==> src/rtl/csub_pkg.sv <==
package csub_pkg;
  localparam int BUF_BYTES = 24;
  localparam int ADDR_W    = 7;
  localparam logic [ADDR_W-1:0] WIN_BASE = 7'h20;

  typedef enum logic [1:0] {
    UM_ZERO  = 2'b00,
    UM_BLOCK = 2'b01,
    UM_RSV2  = 2'b10,
    UM_RSV3  = 2'b11
  } u_mode_e;
endpackage

==> src/rtl/csub_bank.sv <==
module csub_bank #(
  parameter int BYTES = 24,
  parameter int IDX_W = $clog2(BYTES)
) (
  input  logic             clk,
  input  logic             rst_n,
  input  logic             wr_en,
  input  logic [IDX_W-1:0] wr_idx,
  input  logic [7:0]       wr_data,
  input  logic [IDX_W-1:0] rd_idx,
  output logic [7:0]       rd_data,
  input  logic             cp_en,
  input  logic [IDX_W-1:0] cp_idx,
  input  logic [IDX_W-1:0] tx_byte,
  input  logic [2:0]       tx_bitpos,
  output logic             tx_bit
);
  logic [BYTES-1:0][7:0] e_q, e_d;
  logic [BYTES-1:0][7:0] f_q, f_d;

  always_comb begin
    e_d = e_q;
    if (wr_en) e_d[wr_idx] = wr_data;
  end

  always_comb begin
    f_d = f_q;
    if (cp_en) f_d[cp_idx] = e_q[cp_idx];
  end

  always_ff @(posedge clk or negedge rst_n) begin
    if (!rst_n) begin
      e_q <= '0;
      f_q <= '0;
    end else begin
      if (wr_en) e_q <= e_d;
      if (cp_en) f_q <= f_d;
    end
  end

  assign rd_data = e_q[rd_idx];
  assign tx_bit  = f_q[tx_byte][tx_bitpos];

  // frame buffer only changes on copy cycles
  p_frame_hold_r3: assert property (@(posedge clk) disable iff (!rst_n)
    !cp_en |=> $stable(f_q));
  // edit buffer only changes on decoded writes
  p_edit_hold_r2: assert property (@(posedge clk) disable iff (!rst_n)
    !wr_en |=> $stable(e_q));
endmodule

==> src/rtl/csub_xfer_ctl.sv <==
module csub_xfer_ctl #(
  parameter int BYTES  = 24,
  parameter int IDX_W  = $clog2(BYTES),
  parameter int FRM_W  = IDX_W + 3,
  parameter int FRAMES = BYTES * 8
) (
  input  logic             clk,
  input  logic             rst_n,
  input  logic             frame_tick,
  input  logic             c_allow,
  input  logic             u_allow,
  output logic [FRM_W-1:0] frame_idx,
  output logic [IDX_W-1:0] cp_idx,
  output logic             c_cp_en,
  output logic             u_cp_en
);
  localparam logic [FRM_W-1:0] LAST_FRM  = FRM_W'(FRAMES - 1);
  localparam logic [IDX_W-1:0] LAST_BYTE = IDX_W'(BYTES - 1);

  logic [FRM_W-1:0] frm_q, frm_d;
  logic [IDX_W-1:0] cnt_q, cnt_d;
  logic             busy_q, busy_d;
  logic             cgo_q, cgo_d, ugo_q, ugo_d;
  logic             start;

  assign start = frame_tick && (frm_q == LAST_FRM);

  always_comb begin
    frm_d  = frm_q;
    cnt_d  = cnt_q;
    busy_d = busy_q;
    cgo_d  = cgo_q;
    ugo_d  = ugo_q;
    if (frame_tick) frm_d = (frm_q == LAST_FRM) ? '0 : frm_q + 1'b1;
    if (start) begin
      busy_d = 1'b1;
      cnt_d  = '0;
      cgo_d  = c_allow;
      ugo_d  = u_allow;
    end else if (busy_q) begin
      if (cnt_q == LAST_BYTE) busy_d = 1'b0;
      else                    cnt_d  = cnt_q + 1'b1;
    end
  end

  always_ff @(posedge clk or negedge rst_n) begin
    if (!rst_n) begin
      frm_q  <= LAST_FRM;
      cnt_q  <= '0;
      busy_q <= 1'b0;
      cgo_q  <= 1'b0;
      ugo_q  <= 1'b0;
    end else begin
      frm_q  <= frm_d;
      cnt_q  <= cnt_d;
      busy_q <= busy_d;
      cgo_q  <= cgo_d;
      ugo_q  <= ugo_d;
    end
  end

  assign frame_idx = frm_q;
  assign cp_idx    = cnt_q;
  assign c_cp_en   = busy_q && cgo_q;
  assign u_cp_en   = busy_q && ugo_q;

  // block start launches the copy at byte 0
  p_start_r4: assert property (@(posedge clk) disable iff (!rst_n)
    start |=> (busy_q && cnt_q == '0 && frm_q == '0));
  // copy index stays inside the buffer
  p_cnt_range_r6: assert property (@(posedge clk) disable iff (!rst_n)
    busy_q |-> (cnt_q <= LAST_BYTE));
  // copy ends after the last byte
  p_end_r6: assert property (@(posedge clk) disable iff (!rst_n)
    (busy_q && cnt_q == LAST_BYTE && !start) |=> !busy_q);
  // frame counter never leaves the block
  p_frame_range_r4: assert property (@(posedge clk) disable iff (!rst_n)
    frm_q <= LAST_FRM);
endmodule

==> src/rtl/csub_buffer_mgr.sv <==
module csub_buffer_mgr #(
  parameter int BYTES  = csub_pkg::BUF_BYTES,
  parameter int ADDR_W = csub_pkg::ADDR_W
) (
  input  logic              clk,
  input  logic              rst_n,
  input  logic [ADDR_W-1:0] host_addr,
  input  logic [7:0]        host_wdata,
  input  logic              host_we,
  output logic [7:0]        host_rdata,
  input  logic              win_sel_u,
  input  logic              c_inhibit,
  input  logic              u_inhibit,
  input  logic [1:0]        u_mode,
  input  logic              u_src_buf,
  input  logic              u_pin,
  input  logic              frame_tick,
  output logic              c_bit,
  output logic              u_bit,
  output logic              c_xfer_irq,
  output logic              u_xfer_irq
);
  import csub_pkg::*;

  localparam int IDX_W  = $clog2(BYTES);
  localparam int FRM_W  = IDX_W + 3;
  localparam logic [ADDR_W-1:0] WIN_LAST = WIN_BASE + ADDR_W'(BYTES - 1);

  logic              in_win, u_blk;
  logic [ADDR_W-1:0] off_full;
  logic [IDX_W-1:0]  off;
  logic              c_wr, u_wr;
  logic [7:0]        c_rd, u_rd;
  logic [FRM_W-1:0]  frame_idx;
  logic [IDX_W-1:0]  cp_idx;
  logic              c_cp_en, u_cp_en;
  logic              c_tx, u_tx;

  assign in_win   = (host_addr >= WIN_BASE) && (host_addr <= WIN_LAST);
  assign off_full = host_addr - WIN_BASE;
  assign off      = off_full[IDX_W-1:0];
  assign u_blk    = (u_mode_e'(u_mode) == UM_BLOCK);
  assign c_wr     = host_we && in_win && !win_sel_u;
  assign u_wr     = host_we && in_win && win_sel_u && u_blk;

  always_comb begin
    host_rdata = 8'h00;
    if (in_win) begin
      if (!win_sel_u)  host_rdata = c_rd;
      else if (u_blk)  host_rdata = u_rd;
    end
  end

  csub_xfer_ctl #(.BYTES(BYTES), .IDX_W(IDX_W), .FRM_W(FRM_W)) i_ctl (
    .clk(clk), .rst_n(rst_n), .frame_tick(frame_tick),
    .c_allow(!c_inhibit), .u_allow(u_blk && !u_inhibit),
    .frame_idx(frame_idx), .cp_idx(cp_idx),
    .c_cp_en(c_cp_en), .u_cp_en(u_cp_en)
  );

  csub_bank #(.BYTES(BYTES), .IDX_W(IDX_W)) i_cbank (
    .clk(clk), .rst_n(rst_n), .wr_en(c_wr), .wr_idx(off), .wr_data(host_wdata),
    .rd_idx(off), .rd_data(c_rd), .cp_en(c_cp_en), .cp_idx(cp_idx),
    .tx_byte(frame_idx[FRM_W-1:3]), .tx_bitpos(frame_idx[2:0]), .tx_bit(c_tx)
  );

  csub_bank #(.BYTES(BYTES), .IDX_W(IDX_W)) i_ubank (
    .clk(clk), .rst_n(rst_n), .wr_en(u_wr), .wr_idx(off), .wr_data(host_wdata),
    .rd_idx(off), .rd_data(u_rd), .cp_en(u_cp_en), .cp_idx(cp_idx),
    .tx_byte(frame_idx[FRM_W-1:3]), .tx_bitpos(frame_idx[2:0]), .tx_bit(u_tx)
  );

  assign c_bit      = c_tx;
  assign u_bit      = u_src_buf ? (u_blk && u_tx) : u_pin;
  assign c_xfer_irq = c_cp_en;
  assign u_xfer_irq = u_cp_en;

  // buffer source outside block mode sends zeros
  p_uzero_r5: assert property (@(posedge clk) disable iff (!rst_n)
    (u_src_buf && !u_blk) |-> !u_bit);
  // an interrupt source only rises right after a frame strobe
  p_irq_rise_r6: assert property (@(posedge clk) disable iff (!rst_n)
    ($rose(c_xfer_irq) || $rose(u_xfer_irq)) |-> $past(frame_tick));
  // the U copy is never active outside block mode at its start
  p_ucopy_r7: assert property (@(posedge clk) disable iff (!rst_n)
    $rose(u_xfer_irq) |-> $past(u_blk && !u_inhibit));
endmodule

==> config.mk <==
export PLATFORM = sky130hd
export DESIGN_NAME = csub_buffer_mgr
export DESIGN_NICKNAME = d
export VERILOG_FILES = /design/src/rtl/csub_pkg.sv /design/src/rtl/csub_bank.sv /design/src/rtl/csub_xfer_ctl.sv /design/src/rtl/csub_buffer_mgr.sv
export SDC_FILE = /design/constraint.sdc
export NUM_CORES = 1
export LEC_CHECK = 0
export BUFFER_PORTS_ARGS = -buffer_cell sky130_fd_sc_hd__buf_2
export CAP_MARGIN = 20
export CORE_ASPECT_RATIO = 1.1
export CORE_MARGIN = 5
export CORE_UTILIZATION = 44
export CTS_CLUSTER_DIAMETER = 30
export DETAILED_ROUTE_END_ITERATION = 12
export PLACE_DENSITY = 0.59
export SLEW_MARGIN = 10
export SYNTH_ARGS = -nofsm -noshare
export SYNTH_HDL_FRONTEND = slang
export SYNTH_HIERARCHICAL = 1
export SYNTH_SLANG_ARGS = --single-unit
==> constraint.sdc <==
create_clock -name clk -period 3.38 [get_ports clk]
set_input_delay 0 -clock clk [delete_from_list [all_inputs] [get_ports clk]]
set_output_delay 0 -clock clk [all_outputs]
set_load 0.05 [all_outputs]
==> flow_summary.rst <==
.. list-table::
   :header-rows: 1

   * - Metric
     - Value
   * - Result of the run
     - finished, final reports clean
   * - Most instantiated library cell after synthesis
     - sky130_fd_sc_hd__dfrtp_1
   * - Post-synthesis mux area share
     - 0.292
   * - Portion of the post-synthesis area used by sequential elements
     - 0.501
   * - Primary FF master, synth
     - sky130_fd_sc_hd__dfrtp_1
   * - Total number of H-tree levels
     - 4
   * - Net total in the final layout
     - around 3200
   * - Total standard cell area after synthesis
     - just under 40000 µm²
   * - Via count of the first global-routing pass
     - around 28000
   * - Detail Placement HPWL
     - ~68 mm
   * - Die Footprint
     - 95100 µm²
   * - Wire length of the first global-routing pass
     - 167 mm
   * - Global route total overflow
     - 0
   * - Area grow syn2layout
     - 20.5%
   * - Routed Antenna Nets
     - 0
   * - Cell variety after synth
     - 68
   * - Total DRC errors in the routed layout
     - 0
   * - Net Count, Synth
     - around 3000
   * - Number of flops mapped to enable cells by yosys
     - 0
   * - Clock period minus final worst setup slack
     - 3380 ps
   * - Number of iterations in the first detailed-routing pass
     - 5
   * - Kind of end point of the critical path
     - output pin
   * - Yosys warns
     - 6
   * - Width of the die
     - slightly below 300 µm
   * - First DRT Iteration DRCs
     - roughly 2000
   * - Root Buffer
     - sky130_fd_sc_hd__clkbuf_16
   * - Placement Cell Area
     - between 40000 and 50000 µm²
   * - Peak supply drop
     - between 0.0004 and 0.0005 V
   * - Highest net fanout along the worst path
     - 7
   * - Post-Layout Cell Count
     - roughly 4500
   * - Seq cells post-synth
     - 784
   * - Number of violations of the max-capacitance limit
     - 0
   * - Chip Height
     - between 300 and 400 µm
   * - Top post-synthesis cells by area
     - sky130_fd_sc_hd__dfrtp_1 50%, sky130_fd_sc_hd__mux4_2 14%, sky130_fd_sc_hd__mux2_2 11%
   * - Gr usage total
     - 0.226
   * - Setup TNS
     - 0 ps
   * - Share of the clock period used by the worst path
     - 1.00
   * - Post-route cell area
     - roughly 47000 µm²
   * - Combinational family with the most area after synthesis
     - multiplexers
   * - Latest clock arrival within the worst-skew pair
     - 730 ps
   * - Achievable clock frequency
     - between 0.2 and 0.3 GHz
   * - Number of input and output port buffers inserted
     - 37
   * - Setup repair after global routing missed its margin
     - yes
   * - Clock transition at the registers of the reported paths
     - around 50 ps
   * - Post-synthesis area per instance
     - ~13 µm²
   * - Finished Core Util
     - 0.536
   * - Post-Synthesis Cells
     - 3021
   * - Drt via density
     - between 5 and 6
   * - Clock tree from TritonCTS
     - built
   * - Sinks on the clock net
     - around 780
   * - Initial antenna violation count
     - 0
   * - Data arrival time of the worst path
     - about 3400 ps
   * - Power density over the cells
     - 630 nW/µm²
   * - Pins Over Slew Limit
     - 0
   * - Diodes inserted
     - 0
   * - Fraction of the mapped netlist area in simple logic gates
     - 0.0772
   * - Number of clock buffers inserted by TritonCTS
     - around 170
   * - Number of cell rows
     - roughly 110
   * - Minimum hold slack
     - about 56 ps
   * - Synth area leader
     - sky130_fd_sc_hd__dfrtp_1
   * - Class of the most critical setup path
     - reg2out
   * - Worst EP required
     - approximately 3400 ps
   * - Final hold violation count
     - 0
   * - Via Count
     - approximately 26000
   * - Relative slew slack
     - 0.232
   * - Core area
     - 88100 µm²
   * - Post-Synth Adder-Cell Area
     - 0.000639
   * - Compound-Gate Fraction of Synth Area
     - 0.0896
   * - Hold Path Class
     - in2async
   * - Maximum root-to-sink buffer count
     - 3
   * - Least-Margin Pin Slew
     - 1150 ps
   * - Share of final-layout standard cells stronger than drive strength 1
     - 0.363
   * - Routed Wire Length
     - 107 mm
   * - Starting density of the core
     - 0.445
   * - Routability congestion estimate from global placement
     - between 0.8 and 0.9
   * - Leakage power of the design
     - 21.5 nW
   * - # placed instances
     - approximately 4100
   * - Post-synth top area share
     - 0.496
   * - I/O pin count
     - 38
   * - Wire length per cell
     - around 24 µm
   * - Startpoint Class
     - flip-flop
   * - Xor and xnor fraction of the mapped netlist area
     - 0.000894
   * - Largest net degree at the start of global routing
     - ~100
   * - Final setup fails
     - 0
   * - Share of flip-flops with an asynchronous set or reset
     - 1.00
   * - Worst Clk Skew
     - ~41 ps
   * - Top cell types by occurrence after synthesis
     - 777 x sky130_fd_sc_hd__dfrtp_1, 388 x sky130_fd_sc_hd__mux2_2, 357 x sky130_fd_sc_hd__nor2_1
==> worst max-delay path, stage by stage (launching register included) <==
cell	delay, ps
sky130_fd_sc_hd__dfstp_4	690
sky130_fd_sc_hd__buf_4	140
sky130_fd_sc_hd__buf_12	130
sky130_fd_sc_hd__mux4_2	490
sky130_fd_sc_hd__o22ai_1	150
sky130_fd_sc_hd__a21oi_1	80
sky130_fd_sc_hd__a211oi_2	350
sky130_fd_sc_hd__o211ai_1	210
sky130_fd_sc_hd__nand2_1	110
sky130_fd_sc_hd__o22ai_1	70
sky130_fd_sc_hd__buf_4	220
==> through the flow <==
step           power (W)  setup slack (ps)
2_1_floorplan     0.0118               384
3_3_place_gp      0.0128               253
3_5_place_dp      0.0129               264
4_1_cts           0.0300             -59.2
5_1_grt           0.0308              -136
6_report          0.0298              1.37
==> power by group <==
part	leakage (nW)	switching [W]	internal, W
clock	2.82	0.00530	0.0113
combinational	7.80	0.00184	0.00147
sequential	10.9	0.000252	0.00960
total	21.5	0.00739	0.0224
==> kinds of logic (layout without fill, tap and decap cells) <==
group                      after synthesis  count (layout)
AOI/OAI and AO/OA                      552             552
xor gates and xnor gates                 4               4
adders and majority gates                2               2
buffers and inverters                  251             544
DFF                                    784             784
muxes                                  748             748
and+or+nand+nor                        680             680
==> worst paths after layout <==
| check | from | to | slack [ps] | cells past startpoint |
|---|---|---|---|---|
| max in group asynchronous | rst_n | i_cbank/f_q[32] | 2740 | 3 |
| setup / recovery | i_ctl/frame_idx[3] | u_bit | 1 | 10 |
| min in group clk | frame_tick | i_ctl/frame_idx[1] | 160 | 4 |
| hold / removal | rst_n | i_ubank/e_q[84] | 60 | 3 |
| hold reg to reg | i_cbank/f_q[68] | i_cbank/f_q[68] | 470 | 2 |
| setup reg to reg | i_ctl/cp_idx[0] | i_ubank/f_q[96] | 410 | 7 |
==> area by class of cell <==
type / count / area (µm²)
multi-input combinational: 1986 / 18300
tap: 1160 / 1450
sequential: 784 / 19700
clock inverter: 88 / 1210
clock buffer: 221 / 4620
timing repair buffer: 200 / 1900
fill: 7273 / 40900
inverter: 35 / 134
==> layout by cell type, fill, tap and decap left out, types with 21 or more instances in the layout <==
cell,instances
sky130_fd_sc_hd__clkbuf_16,169
sky130_fd_sc_hd__mux4_2,236
sky130_fd_sc_hd__mux2_2,387
sky130_fd_sc_hd__clkinv_2,28
sky130_fd_sc_hd__buf_12,30
sky130_fd_sc_hd__dfrtp_1,775
sky130_fd_sc_hd__buf_2,32
sky130_fd_sc_hd__nand3b_1,21
sky130_fd_sc_hd__mux4_1,32
sky130_fd_sc_hd__nor2_1,357
sky130_fd_sc_hd__inv_1,29
sky130_fd_sc_hd__nand2_1,180
sky130_fd_sc_hd__a21oi_2,36
sky130_fd_sc_hd__a21oi_1,261
sky130_fd_sc_hd__buf_4,122
sky130_fd_sc_hd__o21ai_1,29
sky130_fd_sc_hd__o22ai_1,38
sky130_fd_sc_hd__bufinv_16,22
sky130_fd_sc_hd__mux2i_1,89
sky130_fd_sc_hd__clkbuf_1,32
sky130_fd_sc_hd__o21ai_0,74
==> sequential cells by signal (all words and copies together) (netlist names) <==
signal	count
i_cbank/e_q	192
i_cbank/f_q	192
i_ubank/e_q	192
i_ubank/f_q	192
i_ctl/frame_idx	8
i_ctl/cp_idx	5
i_ctl/busy_q	1
i_ctl/cgo_q	1
i_ctl/ugo_q	1
==> what timing repair did <==
item | 4_1_cts | 5_1_grt
endpoints found under the hold margin | 748 | 0
setup endpoints to repair | 2 | 2
hold buffers | 5 | 0
buffers inserted | 13 | 2
cloned | 1 | 0
gates resized for setup | 17 | 15
pin swaps | 2 | 6
==> layer usage <==
layer	global-route usage	vias up	wire [µm]
met5	0	-	0
met4	0.0620	0	2420
met3	0.0452	156	6290
met2	0.364	769	51800
met1	0.316	13700	46600
li1	-	11700	-
(Power assumes the default switching activity.)
